File: src/rtl/dpsk_chip_mod.sv
module dpsk_chip_mod #(
  parameter int CHIPS = 11,
  parameter logic [CHIPS-1:0] SPREAD_CODE = 11'b00011101101
) (
  input  logic       clk,
  input  logic       rst_n,
  input  logic       sop,
  input  logic       bit_valid,
  input  logic       bit_data,
  output logic       bit_ready,
  input  logic [1:0] sym_seg,
  input  logic       hdr_dq,
  input  logic       pay_dq,
  output logic       chip_valid,
  output logic       chip_i,
  output logic       chip_q
);
  localparam int CW = (CHIPS > 1) ? $clog2(CHIPS) : 1;
  localparam logic [CW-1:0] LAST = CW'(CHIPS - 1);

  logic          spreading, half, held_bit, sym_dq;
  logic [1:0]    phase;
  logic [CW-1:0] cidx;

  logic       dq_now, h, mode, take, done;
  logic [1:0] inc, base;

  assign dq_now = (sym_seg == 2'd0) ? 1'b0 : (sym_seg == 2'd1) ? hdr_dq : pay_dq;
  assign bit_ready = ~spreading;
  assign take = bit_valid & bit_ready;
  assign h    = half & ~sop;
  assign mode = h ? sym_dq : dq_now;
  assign done = take & (~mode | h);
  assign inc  = h ? {held_bit, held_bit ^ bit_data} : {bit_data, 1'b0};
  assign base = sop ? 2'd0 : phase;

  always_ff @(posedge clk) begin
    if (!rst_n) begin
      spreading <= 1'b0;
      half      <= 1'b0;
      held_bit  <= 1'b0;
      sym_dq    <= 1'b0;
      phase     <= 2'd0;
      cidx      <= '0;
    end else begin
      if (spreading) begin
        if (cidx == LAST) begin
          spreading <= 1'b0;
          cidx      <= '0;
        end else begin
          cidx <= cidx + 1'b1;
        end
      end
      if (sop) begin
        phase     <= 2'd0;
        half      <= 1'b0;
        spreading <= 1'b0;
        cidx      <= '0;
      end
      if (take) begin
        if (done) begin
          phase     <= base + inc;
          half      <= 1'b0;
          spreading <= 1'b1;
          cidx      <= '0;
        end else begin
          half     <= 1'b1;
          held_bit <= bit_data;
          sym_dq   <= 1'b1;
        end
      end
    end
  end

  logic i_pos, q_pos, code;
  assign i_pos = (phase == 2'd0) | (phase == 2'd3);
  assign q_pos = ~phase[1];
  assign code  = SPREAD_CODE[cidx];

  assign chip_valid = spreading;
  assign chip_i = spreading & (i_pos == code);
  assign chip_q = spreading & (q_pos == code);

  AST_READY_BLOCKED: assert property (@(posedge clk) disable iff (!rst_n) chip_valid |-> !bit_ready);
  AST_BURST_END: assert property (@(posedge clk) disable iff (!rst_n) (chip_valid && cidx == LAST) |=> !chip_valid);
  AST_PHASE_QUIET: assert property (@(posedge clk) disable iff (!rst_n) (!sop && !(bit_valid && bit_ready)) |=> $stable(phase));
  AST_SOP_RESET: assert property (@(posedge clk) disable iff (!rst_n) (sop && !bit_valid) |=> (phase == 2'd0 && !chip_valid && !half));
  AST_SYNC_ONE_BIT: assert property (@(posedge clk) disable iff (!rst_n) (bit_valid && bit_ready && !half && sym_seg == 2'd0) |=> chip_valid);
  AST_BURST_PHASE: assert property (@(posedge clk) disable iff (!rst_n) (chip_valid && $past(chip_valid) && !$past(sop)) |-> $stable(phase));
endmodule

File: config.mk
export PLATFORM = sky130hd
export DESIGN_NAME = dpsk_chip_mod
export DESIGN_NICKNAME = d
export VERILOG_FILES = /design/src/rtl/dpsk_chip_mod.sv
export SDC_FILE = /design/constraint.sdc
export NUM_CORES = 1
export LEC_CHECK = 0
export BUFFER_PORTS_ARGS = -buffer_cell sky130_fd_sc_hd__buf_2
export CAP_MARGIN = 40
export CORE_AREA = 5 5 42 44
export CTS_BUF_LIST = sky130_fd_sc_hd__clkbuf_8 sky130_fd_sc_hd__clkbuf_16
export CTS_CLUSTER_DIAMETER = 40
export DETAILED_ROUTE_END_ITERATION = 8
export DIE_AREA = 0 0 47 49
export GPL_ROUTABILITY_DRIVEN = 0
export PLACE_DENSITY = 0.74
export SKIP_LAST_GASP = 1
export SLEW_MARGIN = 20
export SYNTH_ARGS = -nofsm -noshare
export SYNTH_HDL_FRONTEND = slang
export SYNTH_SLANG_ARGS = --single-unit
File: constraint.sdc
create_clock -name clk -period 4.9 [get_ports clk]
set_input_delay 0.245 -clock clk [delete_from_list [all_inputs] [get_ports clk]]
set_output_delay 0.245 -clock clk [all_outputs]
set_load 0.01 [all_outputs]
==> impl_metrics.ini, run 1 <==
[synth]
synth-edff-count = 0
synth_cells = 70
ys_types = 37
ys_warn_count = 0
synthArstFlopShare_pct = 0
syn_nets = 82
synth-seq-area-share_pct = 30.25
ys_ff_latch = 10
avgSynthCellArea_um2 = 9.456
synth_ff_type = dfxtp_1
synthesis.area_um2 = 661.9

[worst_setup_path]
arrival_ns = 1.83
reg2reg_slack_ns = 3.23
crit_required_ns = 5.06
critPathKind = register to register
critPathMaxFanout = 5
end_kind = register
cp-start-kind = register

[global_route]
antenna_found_initial = 0
grt_pass1_wl_um = 2070
grt_max_degree = 12
overflow = 0
grt_usage_pct = 12.65
grt_pass1_vias = 502

[drt]
ant_nets = 0
drcViolationCount = 0
first_iter_violations = 3
drt_wl_total_um = 1193
wl_per_cell_um = 11.93
vias_per_cell = 5.380
drt_first_pass_iters = 2
routed-via-count = 538

[floorplanning]
std_cell_rows = 14
start_util_pct = 47.23
die-area_mm2 = 0.002303
pin_count = 13
die_w_um = 47
core_mm2 = 0.001401
die_h_um = 49

[clocking]
post-cts-setup-buffers = 0
numCtsBuffers = 3
clock_latency_ns = 0.23
postCtsResizedCells = 0
root_buffer = clkbuf_8
cts_tree = done
clk_path_buf_depth = 2
clk_pin_slew_ns = 0.04
cts.hold.buffers_added = 0
cts_sinks = 10
h-tree-depth = 1

[sta]
rsz0062_at_grt = false
worst_pin_slew_ns = 0.4045
fin_crit_ns = 1.669
hold_viol_final = 0
finalSetupViolations = 0
clock.fmax_mhz = 599.1
maxSlewViolCount = 0
layout_worst_path_cycle_share_pct = 34.06
finClkSkew_ns = 0.001428
tns_ns = 0
worst_slew_margin_rel_pct = 72.91

[layout]
register_area_um2 = 200.2
drive_gt1_share_pct = 32.14
multi_input_area_um2 = 446.7
nNetsFinal = 98
fillers = 139
fin_area_um2 = 775.7
diodes = 0
area_growth_pct = 17.20

[placement]
place_hpwl_um = 975.5
dpl_cell_area_um2 = 734.5
numPortBuffers = 12

[run]
drv_cap = 0

[worst_hold_path]
hp-class = input port to register

[pwr]
powerDensity_mw_per_mm2 = 258.6
power.total_mw = 0.2006
peakVddDrop_uv = 167.3
p_leak_nw = 0.3440

[status]
status = finished clean
## sequential cells by signal, summed over array words and instances (netlist names)
signal and count:
phase 2, code 1, chip_valid 1, held_bit 1
cidx 4, half 1
## worst max-delay path, cell delays in order, from the launching register on
cell and delay, ns:
dfxtp_1 0.38, inv_1 0.06, ha_1 0.19, and3b_4 0.20, o31ai_2 0.28, o311a_2 0.24
nor2_1 0.05, a211oi_2 0.20
## metal layers
| layer | track usage (%) | part of all wire [%] |
|---|---|---|
| met1 | 16.00 | 46 |
| met4 | 10.14 | 4.4 |
| met3 | 4.059 | 6.5 |
| met5 | 0 | 0 |
| met2 | 16.74 | 44 |
## where the power goes
group          switching [mW]  leakage [nW]  internal (mW)  total [mW]
logic                  0.0148         0.241         0.0149      0.0297
registers             0.00305        0.0812         0.0840      0.0870
clock network          0.0302        0.0216         0.0536      0.0839
total                  0.0481         0.344          0.153       0.201
## cell usage in the layout, fill, tap and decap left out, drive strengths merged
cell type / n
nor2: 5
and2: 2
a21boi: 4
buf: 12
a21bo: 1
and2b: 3
nand2: 4
ha: 3
xor2: 3
mux2i: 2
o21a: 1
o311a: 2
nor3: 1
nand2b: 6
nand3: 1
a31oi: 1
a211oi: 1
clkbuf: 3
nor3b: 1
or2: 1
a21o: 1
dfxtp: 10
or3: 2
xnor2: 2
o31ai: 1
and3b: 2
nor2b: 2
o22ai: 1
nand4: 1
inv: 2
o21ai: 3
## cells by family (layout without fill, tap and decap cells)
group / count (synthesis) / after routing / share of synthesized area (%)
and+or+nand+nor: 31 / 31 / 31.19
muxes: 2 / 2 / 3.025
xor gates and xnor gates: 5 / 5 / 6.617
adders and majority gates: 3 / 3 / 5.672
buffers and inverters: 3 / 17 / 2.269
DFF: 10 / 10 / 30.25
AOI/OAI and AO/OA: 16 / 16 / 20.98
## synthesized netlist by cell type, drive strengths merged (2+ instances only)
| master | number | area [um2] |
|---|---|---|
| a21boi | 4 | 30.02 |
| and2 | 2 | 12.51 |
| and2b | 3 | 22.52 |
| and3b | 2 | 21.27 |
| dfxtp | 10 | 200.2 |
| ha | 3 | 37.54 |
| inv | 2 | 7.510 |
| mux2i | 2 | 20.02 |
| nand2 | 4 | 17.52 |
| nand2b | 6 | 52.55 |
| nor2 | 5 | 18.77 |
| nor2b | 2 | 12.51 |
| o21ai | 3 | 18.77 |
| o311a | 2 | 21.27 |
| or3 | 2 | 13.77 |
| xnor2 | 2 | 17.52 |
| xor2 | 3 | 26.28 |
## layout make-up
type / count / share of cell area (%)
clock buffers: 3 / 5.323
inverters: 2 / 0.9677
multi-input cells: 57 / 57.58
flip-flops and latches: 10 / 25.81
well taps: 16 / 2.581
repair buffers: 12 / 7.742
## through the flow
step | setup WS, ns | hold slack [ns] | utilization, % | cells
5_1_grt | 3.112 | 0.2843 | 55.36 | 100
2_1_floorplan | 3.377 | 0.3625 | - | 70
4_1_cts | 3.225 | 0.2803 | 55.36 | 100
6_report | 3.231 | 0.2779 | 55.36 | 100
3_3_place_gp | 3.277 | 0.5200 | 52.41 | 97
3_5_place_dp | 3.244 | 0.5221 | 52.41 | 97
## path summary, 6_finish.rpt
| check | from | endpoint | cells after the start |
|---|---|---|---|
| worst max-delay path | cidx[0]$_SDFF_PN0_ | code$_SDFF_PP0_ | 7 |
| worst min-delay path | rst_n | half$_SDFFE_PN0P_ | 2 |
| worst max register to register | cidx[0]$_SDFF_PN0_ | code$_SDFF_PP0_ | 7 |
| worst min register to register | held_bit$_SDFFE_PN0P_ | held_bit$_SDFFE_PN0P_ | 2 |
Note: power is estimated with default switching activity, not from simulation.
==> run 2, diff against run 1 <==
--- a/config.mk
+++ b/config.mk
@@ -7,13 +7,13 @@
 export LEC_CHECK = 0
 export BUFFER_PORTS_ARGS = -buffer_cell sky130_fd_sc_hd__buf_2
 export CAP_MARGIN = 40
-export CORE_AREA = 5 5 42 44
+export CORE_MARGIN = 5
+export CORE_UTILIZATION = 46
 export CTS_BUF_LIST = sky130_fd_sc_hd__clkbuf_8 sky130_fd_sc_hd__clkbuf_16
 export CTS_CLUSTER_DIAMETER = 40
 export DETAILED_ROUTE_END_ITERATION = 8
-export DIE_AREA = 0 0 47 49
 export GPL_ROUTABILITY_DRIVEN = 0
-export PLACE_DENSITY = 0.74
+export PLACE_DENSITY = 0.72
 export SKIP_LAST_GASP = 1
 export SLEW_MARGIN = 20
 export SYNTH_ARGS = -nofsm -noshare
==> constraint.sdc (replaced) <==
create_clock -name clk -period 1.4 [get_ports clk]
set_input_delay 0.07 -clock clk [delete_from_list [all_inputs] [get_ports clk]]
set_output_delay 0.07 -clock clk [all_outputs]
set_load 0.01 [all_outputs]
==> run 2 against run 1 <==
The flow now finishes with violations (negative setup slack); worst setup slack worse by 3.3 ns; final cell count up 17%; sequential power rose to 3.5 times the previous value; clock power rose to 4.4 times the previous value; via count up 16%; combinational power rose to 5.2 times the previous value; largest cell class unchanged.
==> impl_metrics.ini, run 2 (synthesized netlist as in run 1, its figures left out) <==
[clocking]
cts_sinks = 10
clk_path_buf_depth = 2
root_buffer = clkbuf_8
clk_pin_slew_ns = 0.05
numCtsBuffers = 3
clock_latency_ns = 0.24
h-tree-depth = 1
cts.hold.buffers_added = 0
cts_tree = done

[worst_setup_path]
cp-start-kind = register
end_kind = register
crit_required_ns = 1.56
r2r_start = cidx[0]$_SDFF_PN0_
r2r-end = code$_SDFF_PP0_
critPathMaxFanout = 4
reg2reg_slack_ns = -0.1
crit_family = compound AO/OA/AOI/OAI gates
r2r.worst_path.cells = 7
path_buf_inv = 1
critPathLaunch = cidx[0]$_SDFF_PN0_
critPathKind = register to register
arrival_ns = 1.66
slowest_delay_ns = 0.35
crit_slowest_cell = dfxtp_2
path_cells = inv_2 > ha_4 > and3b_4 > o31ai_4 > o311a_4 > nor2_4 > a211oi_2

[layout]
top_regs = cidx x4, phase x2
fin_area_mm2 = 0.001005
top_register = cidx
nNetsFinal = 115
drive_gt1_share_pct = 56.86
final_cell_mix = buf_4, buf_2, dfxtp_2, dfxtp_1
fillers = 103
final_common_cell = buf_4
fin_cells = 117
diodes = 0
largest_reg_flops = 4
fin_util_pct = 75.33
area_growth_pct = 51.80

[placement]
dpl_cell_area_um2 = 868.3
place_hpwl_um = 1267
dp_cells = 111
dp_slack_ns = -0.1302
numPortBuffers = 12

[drt]
routed-via-count = 623
wl_per_cell_um = 14.71
first_iter_violations = 3
drt_wl_total_um = 1721
drcViolationCount = 0
vias_per_cell = 5.325
ant_nets = 0
drt_first_pass_iters = 4

[pwr]
peakVddDrop_uv = 728.6
powerDensity_mw_per_mm2 = 824.3
p_leak_nw = 0.4515

[floorplanning]
start_util_pct = 49.62
core_mm2 = 0.001334
pin_count = 13
die_h_um = 47.93
die_w_um = 47.93
std_cell_rows = 13
die-area_mm2 = 0.002297

[sta]
rsz0062_at_grt = true
maxSlewViolCount = 0
finClkSkew_ns = 0.0008224
finalSetupViolations = 2
layout_worst_path_cycle_share_pct = 106.9
clock.fmax_mhz = 668.3
fin_crit_ns = 1.496
hold_viol_final = 0
worst_slew_margin_rel_pct = 79.19
worst_pin_slew_ns = 0.3111
whs_ns = 0.1055
fin_ws_ns = -0.09635

[run]
drv_cap = 0

[worst_hold_path]
hp-class = input port to register
worstHoldStart = rst_n
worstHoldEndpoint = half$_SDFFE_PN0P_
min_path_cells = 2

[global_route]
grt_pass1_vias = 639
grt_pass1_wl_um = 2760
grt_usage_pct = 17.79
grt_max_degree = 11
overflow = 0
antenna_found_initial = 0

[status]
status = finished with violations
violations = negative setup slack
run 2: cell count changes in the layout (fill, tap and decap cells not counted), sizes merged:
cell / delta
clkbuf: +1
buf: +17
run 2: repair_timing:
item,4_1_cts,5_1_grt
resized for setup,8,8
setup endpoints to repair,3,6
cloned,0,0
setup buffers,2,1
pin swaps,9,4
run 2: area by class of cell:
class / instances / area (um2) / share of cell area [%]
tap: 15 / 18.77 / 1.868
timing repair buffer: 29 / 187.7 / 18.68
multi-input combinational: 57 / 529.3 / 52.68
clock buffer: 4 / 55.05 / 5.479
sequential: 10 / 206.4 / 20.55
inverter: 2 / 7.507 / 0.7472
run 2: how the worst max path moves through the flow:
stage                            to  slack, ns  cells past startpoint
finish              code$_SDFF_PP0_       -0.1                      7
global route        code$_SDFF_PP0_      -0.16                      7
CTS                 code$_SDFF_PP0_      -0.08                      7
detailed placement  code$_SDFF_PP0_      -0.13                      7
global placement    code$_SDFF_PP0_      -0.10                      7
floorplan           code$_SDFF_PP0_      -0.07                      7
run 2: power by group:
group          switching [mW]  internal, mW
clock network           0.121         0.248
logic                  0.0727        0.0815
registers             0.00996         0.295
run 2: metrics by stage:
step	power [mW]	TNS [ns]
finish	0.8282	-0.09819
global route	0.8581	-0.2916
CTS	0.8149	-0.07591
detailed placement	0.4420	-0.1360
global placement	0.4379	-0.1007
floorplan	0.3844	-0.07281
run 2: per-layer routing:
layer | up-vias | wire [um] | global-route usage (%)
met5 | - | 0 | 0
met4 | 0 | 23 | 8.065
met3 | 2 | 99 | 3.383
met2 | 21 | 841 | 31.13
met1 | 291 | 757 | 20.67
li1 | 309 | - | -
